### src/rtl/zcd_pkg.sv
package zcd_pkg;

  // Strobes from the frame control to the code datapath of one channel
  typedef struct packed {
    logic clear;   // through mode: drop frame, force flag low
    logic start;   // sync edge: sampled bit is code bit 1
    logic shift;   // middle code bit
    logic last;    // final code bit: update flag
  } zcdStrobe_t;

endpackage

### src/rtl/zcd_ctrl.sv
module zcd_ctrl
  import zcd_pkg::*;
#(
  parameter int CODE_BITS = 4
) (
  input  logic       clk,
  input  logic       rst_n,
  input  logic       syncIn,
  input  logic       thruEn,
  output zcdStrobe_t strobe
);

  localparam int CNT_W = $clog2(CODE_BITS + 1);
  localparam logic [CNT_W-1:0] LAST_IDX = CNT_W'(CODE_BITS - 1);
  localparam logic [CNT_W-1:0] FIRST_IDX = CNT_W'(1);

  // bitCnt = number of code bits already taken; 0 means idle
  logic [CNT_W-1:0] bitCnt;
  logic inFrame;

  assign inFrame = (bitCnt != '0);

  always_comb begin
    strobe.clear = thruEn;
    strobe.start = syncIn && !thruEn;
    strobe.shift = !syncIn && !thruEn && inFrame && (bitCnt < LAST_IDX);
    strobe.last  = !syncIn && !thruEn && (bitCnt == LAST_IDX);
  end

  always_ff @(posedge clk) begin
    if (!rst_n) begin
      bitCnt <= '0;
    end else if (strobe.clear) begin
      bitCnt <= '0;
    end else if (strobe.start) begin
      bitCnt <= FIRST_IDX;
    end else if (strobe.shift) begin
      bitCnt <= bitCnt + FIRST_IDX;
    end else if (strobe.last) begin
      bitCnt <= '0;
    end
  end


  sync_restart_chk: assert property (@(posedge clk) disable iff (!rst_n)
    (syncIn && !thruEn) |=> (bitCnt == FIRST_IDX));


  idle_quiet_chk: assert property (@(posedge clk) disable iff (!rst_n)
    (bitCnt == '0 && !syncIn) |-> !(strobe.shift || strobe.last));


  thru_drop_chk: assert property (@(posedge clk) disable iff (!rst_n)
    thruEn |=> (bitCnt == '0));

endmodule

### src/rtl/zcd_datapath.sv
module zcd_datapath
  import zcd_pkg::*;
(
  input  logic       clk,
  input  logic       rst_n,
  input  logic       serBit,
  input  zcdStrobe_t strobe,
  output logic       detFlag
);

  // OR of code bits taken so far in the current frame
  logic anyOne;

  always_ff @(posedge clk) begin
    if (!rst_n) begin
      anyOne  <= 1'b0;
      detFlag <= 1'b0;
    end else if (strobe.clear) begin
      anyOne  <= 1'b0;
      detFlag <= 1'b0;
    end else if (strobe.start) begin
      anyOne <= serBit;
    end else if (strobe.shift) begin
      anyOne <= anyOne | serBit;
    end else if (strobe.last) begin
      detFlag <= !(anyOne | serBit);
      anyOne  <= 1'b0;
    end
  end


  flag_hold_chk: assert property (@(posedge clk) disable iff (!rst_n)
    !(strobe.last || strobe.clear) |=> $stable(detFlag));


  zero_repeat_chk: assert property (@(posedge clk) disable iff (!rst_n)
    (detFlag && strobe.last && !anyOne && !serBit) |=> detFlag);

endmodule

### src/rtl/adpcm_zero_detect.sv
module adpcm_zero_detect
  import zcd_pkg::*;
#(
  parameter int NUM_CH    = 2,
  parameter int CODE_BITS = 4
) (
  input  logic              clk,
  input  logic              rst_n,
  input  logic [NUM_CH-1:0] syncIn,
  input  logic [NUM_CH-1:0] serIn,
  input  logic [NUM_CH-1:0] thruEn,
  output logic [NUM_CH-1:0] detFlag
);

  for (genvar c = 0; c < NUM_CH; c++) begin : g_ch
    zcdStrobe_t strobe;

    zcd_ctrl #(.CODE_BITS(CODE_BITS)) u_ctrl (
      .clk    (clk),
      .rst_n  (rst_n),
      .syncIn (syncIn[c]),
      .thruEn (thruEn[c]),
      .strobe (strobe)
    );

    zcd_datapath u_dp (
      .clk     (clk),
      .rst_n   (rst_n),
      .serBit  (serIn[c]),
      .strobe  (strobe),
      .detFlag (detFlag[c])
    );


    thru_clear_chk: assert property (@(posedge clk) disable iff (!rst_n)
      thruEn[c] |=> !detFlag[c]);
  end

endmodule

### config.mk
export PLATFORM = sky130hd
export DESIGN_NAME = adpcm_zero_detect
export DESIGN_NICKNAME = d
export VERILOG_FILES = /design/src/rtl/zcd_pkg.sv /design/src/rtl/zcd_ctrl.sv /design/src/rtl/zcd_datapath.sv /design/src/rtl/adpcm_zero_detect.sv
export SDC_FILE = /design/constraint.sdc
export NUM_CORES = 1
export LEC_CHECK = 0
export BUFFER_PORTS_ARGS = -buffer_cell sky130_fd_sc_hd__buf_2
export CAP_MARGIN = 0
export CORE_MARGIN = 2
export CORE_UTILIZATION = 40
export DETAILED_ROUTE_END_ITERATION = 10
export PLACE_DENSITY = 0.7
export SLEW_MARGIN = 20
export SYNTH_ARGS = -nofsm -noshare
export SYNTH_HDL_FRONTEND = slang
export SYNTH_SLANG_ARGS = --single-unit
### constraint.sdc
create_clock -name clk -period 2.4 [get_ports clk]
set_input_delay 0 -clock clk [delete_from_list [all_inputs] [get_ports clk]]
set_output_delay 0 -clock clk [all_outputs]
set_load 0.01 [all_outputs]
## Yosys cells after proc, flatten, opt, wreduce, memory -nomap -nowiden

Cells that the tools add are included.

- Add/subtract/negate cells: 2
- Order comparisons: 2
- Equality and inequality tests: 2
- Muxes and demuxes: 12
- Bitwise gates (word level): 7
- Reduce and logical (&&, ||, !) cells: 28

Operators by type and width:

| cell | count |
|---|---|
| $mux 3 | 4 |
| $reduce_bool 3->1 | 4 |
| $logic_and 1x1->1 | 10 |
| $mux 1 | 8 |
| $add 3x1->3 const B | 2 |
| $eq 3x2->1 const B | 2 |
| $logic_not 1->1 | 6 |
| $lt 3x2->1 const B | 2 |
| $reduce_and 3->1 | 2 |
| $reduce_or 3->1 | 2 |
| $not 1->1 | 5 |
| $reduce_bool 2->1 | 2 |
| $reduce_or 2->1 | 2 |
| $or 1x1->1 | 2 |

- Register bits after elaboration: 10
- Input bits: 8
- Output and inout port bits: 2
- Word-level logic and storage cells: 61

## Longest topological paths before layout

- Depth in word-level cells: 6
- Depth in mapped cells: 5
- Mapped depth without buffers: 5

## Modules after synthesis

A second synthesis with hierarchy kept.

- Cell total of the unflattened synthesis: 72
- Area, all modules: 655.6 µm²

By module, submodules not included:

| module | times used | cells each | area an instance (µm²) | seq. area each (µm²) |
|---|---|---|---|---|
| zcd_ctrl | 2 | 26 | 229.0 | 60.1 |
| zcd_datapath | 2 | 10 | 98.8 | 40.0 |

## Worst setup path after synthesis

No wires, ideal clock.

- Path kind: register -> register
- From: reg g_ch[1].u_ctrl.bitCnt[0]
- To: reg g_ch[1].u_dp.detFlag
- Library setup time: 0.076 ns
- Data arrival time: 1.669 ns
- Data required time: 2.324 ns
- Setup slack: 0.655 ns
- Stages on the path, launching flop included: 6
- Buffers on the path: 0
- Period minus slack after synthesis: 1.745 ns
- Cell sequence: dfxtp_1 > ha_1 > ha_1 > or3b_2 > or4_1 > a21boi_0

- Cells in the longest elaborated chain, start to end: 5
- Elaborated cells on any way between the ends: 8
- Those cells by class: order compare: 1; eq/ne: 1; bitwise: 1; reduce/logical: 5

Ends and longest elaborated chain:

| element | RTL line | RTL |
|---|---|---|
| from (decl) | zcd_ctrl.sv:18 | `logic [CNT_W-1:0] bitCnt;` |
| from (signal assigned) | zcd_ctrl.sv:38 | `bitCnt <= bitCnt + FIRST_IDX;` |
| parallel branches: the longest is 4 deep, another holds $lt 3x2->1 | -- |  |
| $reduce_and 3->1 (no source line) (*) | -- |  |
| to (signal assigned) | zcd_datapath.sv:26 | `detFlag <= !(anyOne \| serBit);` |
| to (decl) | zcd_datapath.sv:8 | `output logic detFlag` |

Every way passes the cells marked *.
A chain may end at the register's enable or synchronous reset.

## Worst setup path in the final report

- From: reg g_ch[0].u_ctrl.bitCnt[1]
- To: reg g_ch[0].u_dp.detFlag

- Cells in the longest elaborated chain, start to end: 5
- Elaborated cells on any way between the ends: 8
- Those cells by class: order compare: 1; eq/ne: 1; bitwise: 1; reduce/logical: 5

Ends and longest elaborated chain:

| element | RTL line |
|---|---|
| from (decl) | zcd_ctrl.sv:18 |
| from (signal assigned) | zcd_ctrl.sv:38 |
| parallel branches: the longest is 4 deep, another holds $lt 3x2->1 | -- |
| $reduce_and 3->1 (no source line) (*) | -- |
| to (signal assigned) | zcd_datapath.sv:26 |
| to (decl) | zcd_datapath.sv:8 |

Marks and branches as above.

==> results.sh <==
export IMPL_power_leakage_nw=0.280
export IMPL_r2r_start="g_ch[0].u_ctrl.bitCnt[1]"
export IMPL_fp_dieW_um=43.3
export IMPL_buffer_ports_inserted=9
export IMPL_critical_path_required_ns=2.60
export IMPL_floorplan_core_area_um2=1470
export IMPL_critical_path_depth=5
export IMPL_synth_top_cells_by_area="sky130_fd_sc_hd__dfxtp_1 (32%), sky130_fd_sc_hd__ha_1 (12%), sky130_fd_sc_hd__nor3_1 (6.5%), sky130_fd_sc_hd__inv_1 (6.1%), sky130_fd_sc_hd__o21ai_0 (4.9%)"
export IMPL_final_period_utilization_pct=77.8
export IMPL_worst_r2r_path_depth=5
export IMPL_crit_path_top_delay_cell="sky130_fd_sc_hd__or4_1"
export IMPL_grt_pass1_wl_um=2080
export IMPL_initial_core_util_pct=42.0
export IMPL_cts_made_buffers=3
export IMPL_hold_wc_path_type="in -> reg"
export IMPL_slack_of_the_worst_reg_to_reg_path_ns=0.53
export IMPL_layout_min_cycle_time_ns=1.87
export IMPL_finalSetupTns_ns=0
export IMPL_ys_top_cells_by_count="sky130_fd_sc_hd__dfxtp_1 (10), sky130_fd_sc_hd__inv_1 (10), sky130_fd_sc_hd__nor3_1 (8)"
export IMPL_cp_buffers_inverters=0
export IMPL_rsz0062_at_grt="false"
export IMPL_final_layout_size_suffix_gt1_share_pct=20.0
export IMPL_path_max_fanout=5
export IMPL_first_pass_iters=4
export IMPL_timing_rr_end="g_ch[0].u_dp.detFlag"
export IMPL_synth_top_area_share_pct=32.4
export IMPL_setup_viol=0
export IMPL_finalNetCount=100
export IMPL_slowest_delay_ns=0.47
export IMPL_yosys_area_top_type="sky130_fd_sc_hd__dfxtp_1"
export IMPL_grtUsageTotal_pct=15.1
export IMPL_route_antenna_remaining_nets=0
export IMPL_critical_path_top_delay_family="simple AND/OR/NAND/NOR gates"
export IMPL_grt_start_max_net_pins=10
export IMPL_hpwlAfterDp_um=913
export IMPL_fp_row_count=14
export IMPL_post_synth_xor_area_fraction_pct=0
export IMPL_setup_worst_path_start_class="register"
export IMPL_synth_compound_area_share_pct=22.1
export IMPL_drt_drc_violations_left=0
export IMPL_critPathLaunch="g_ch[0].u_ctrl.bitCnt[1]"
export IMPL_synthesis_area_per_instance_um2=8.58
export IMPL_cp_endpoint="g_ch[0].u_dp.detFlag"
export IMPL_routed_wirelength_um=1230
export IMPL_syn_instance_count=72
export IMPL_post_synth_num_cell_types=26
export IMPL_max_cap_violations=0
export IMPL_crit_path_cell_trace="ha_1 > ha_1 > or3b_4 > or4_1 > a21oi_1"
export IMPL_die_height_um=43.3
export IMPL_clk_root_buffer_cell="sky130_fd_sc_hd__clkbuf_4"
export IMPL_clk_pin_slew_ns=0.07
export IMPL_overflow=0
export IMPL_floorplan_io_pins=10
export IMPL_maxSlewViolCount=0
export IMPL_worst_path_arrival_ns=2.07
export IMPL_synth_area_mux_share_pct=1.62
export IMPL_worst_setup_path_type="reg -> reg"
export IMPL_worst_slew_pin_slew_ns=0.718
export IMPL_synth_edff_count=0
export IMPL_antenna_violations_before_repair=0
export IMPL_ys_async_sr_fraction_pct=0
export IMPL_detailed_place_area_um2=664
export IMPL_clkSinkCount=10
export IMPL_yosysSeqAreaShare_pct=32.4
export IMPL_synth_top_family_by_area="compound AO/OA/AOI/OAI gates"
export IMPL_wl_per_cell_um=12.2
export IMPL_gpl_final_weighted_congestion=0.753
export IMPL_count_of_vias_placed_by_the_detailed_router=543
export IMPL_dieArea_um2=1880
export IMPL_cts_tree="done"
export IMPL_final_setup_skew_ns=0.00288
export IMPL_clock_tree_htree_level_count=1
export IMPL_yosys_area_share_simple_pct=21.5
export IMPL_synthAdderAreaFrac_pct=12.1
export IMPL_synth_flop_cell="sky130_fd_sc_hd__dfxtp_1"
export IMPL_max_slew_headroom_pct=51.9
export IMPL_timing_critical_path_to_type="register"
export IMPL_finalHoldViolations=0
export IMPL_areaGrowthSynthToFinish_pct=16.6
export IMPL_achievable_frequency_mhz=536
export IMPL_syn_num_nets=86
export IMPL_final_area_um2=721
export IMPL_via_count_of_the_first_global_routing_pass=509
export IMPL_synth_seq_cells=10
export IMPL_max_vdd_ir_drop_v=0.000373
export IMPL_p_per_area_nw_per_um2=503
export IMPL_ys_warnings_count=0
export IMPL_number_of_drc_violations_after_detailed_routing_iteration_0=10
export IMPL_path_common_cell="sky130_fd_sc_hd__ha_1"
export IMPL_clkLatencyLatePin_ns=0.27
export IMPL_vias_per_cell=5.38
export IMPL_cts_setup_buffers=0
export IMPL_insertedDiodeCount=0
export IMPL_synth_cell_area_um2=618
export IMPL_clockBufferDepth=2
export IMPL_outcome="finished clean"
cells in the final DEF, fill, tap and decap left out:
master,n
sky130_fd_sc_hd__o311ai_0,1
sky130_fd_sc_hd__o31a_1,1
sky130_fd_sc_hd__a211oi_1,3
sky130_fd_sc_hd__a21oi_1,2
sky130_fd_sc_hd__o21a_1,1
sky130_fd_sc_hd__a22oi_1,2
sky130_fd_sc_hd__o311a_2,1
sky130_fd_sc_hd__buf_2,9
sky130_fd_sc_hd__dlygate4sd3_1,2
sky130_fd_sc_hd__nor2_1,2
sky130_fd_sc_hd__clkbuf_8,1
sky130_fd_sc_hd__nand4_1,1
sky130_fd_sc_hd__nand2b_1,1
sky130_fd_sc_hd__or4_1,2
sky130_fd_sc_hd__o31ai_1,1
sky130_fd_sc_hd__or3b_4,1
sky130_fd_sc_hd__buf_4,1
sky130_fd_sc_hd__ha_1,6
sky130_fd_sc_hd__dfxtp_1,10
sky130_fd_sc_hd__o21ai_0,6
sky130_fd_sc_hd__a21boi_0,2
sky130_fd_sc_hd__mux2i_1,1
sky130_fd_sc_hd__clkbuf_4,3
sky130_fd_sc_hd__inv_1,10
sky130_fd_sc_hd__nor3b_1,2
sky130_fd_sc_hd__nand2_1,1
sky130_fd_sc_hd__or3b_2,1
sky130_fd_sc_hd__nor3_1,8
sky130_fd_sc_hd__nor2b_1,3
routing by layer:
metal  part of all wire, %  track usage [%]  up-vias
met5                     0                0        -
met4                  0.32             3.64        0
met3                   4.5             6.38        2
met2                    50             25.7       11
met1                    46             17.4      246
li1                      -                -      284
stage by stage:
step	worst slack, ns	total power, mW	hold WS [ns]	utilization, %	std cells
global placement	0.555	0.209	0.277	45.2	95
global route	0.366	0.382	0.0274	49.0	101
floorplan	0.655	0.196	0.136	-	72
CTS	0.514	0.368	0.00732	49.0	101
detailed placement	0.533	0.211	0.277	45.2	95
finish	0.534	0.362	0.00917	49.0	101
area by class of cell:
class                           instances  area [um2]
Sequential cell                        10         200
Clock buffer                            4        36.3
Multi-Input combinational cell         49         354
Timing Repair Buffer                   12        72.6
Fill cell                             158         751
Tap cell                               16        20.0
Inverter                               10        37.5
power breakdown:
part           internal [mW]  switching, mW  total, mW  leakage [nW]
registers              0.169        0.00248      0.171        0.0811
logic                 0.0169         0.0210     0.0379         0.178
clock network         0.0922         0.0608      0.153        0.0210
total                  0.278         0.0843      0.362         0.280
state kept, by name, indices dropped and copies added, names as in the netlist:
signal,flops
g_ch.u_ctrl.bitCnt,6
g_ch.u_dp.anyOne,2
g_ch.u_dp.detFlag,2
timing repair:
item / in CTS / in global routing
gates resized for setup: 0 / 0
endpoints found under the hold margin: 2 / 0
hold buffers: 2 / 0
cell families after synthesis:
group	count (synthesis)
and+or+nand+nor	22
AOI/OAI and AO/OA	20
buffers and inverters	13
DFF	10
adders and majority gates	6
muxes	1
worst min-delay path, cell delays in order:
cell and delay [ns]:
sky130_fd_sc_hd__buf_2 0.10, sky130_fd_sc_hd__o21ai_0 0.06, sky130_fd_sc_hd__a21oi_1 0.06
worst min-delay path by stage:
stage,start,end,slack [ns],depth (start not counted)
global placement,rst_n,g_ch[0].u_ctrl.bitCnt[0],0.28,2
floorplan,syncIn[1],g_ch[1].u_ctrl.bitCnt[0],0.14,1
detailed placement,rst_n,g_ch[0].u_ctrl.bitCnt[0],0.28,2
finish,serIn[0],g_ch[0].u_dp.anyOne,0.009,3
CTS,serIn[0],g_ch[0].u_dp.anyOne,0.007,3
global route,syncIn[0],g_ch[0].u_ctrl.bitCnt[2],0.03,2
No activity file was read; power rests on OpenSTA's default activity.
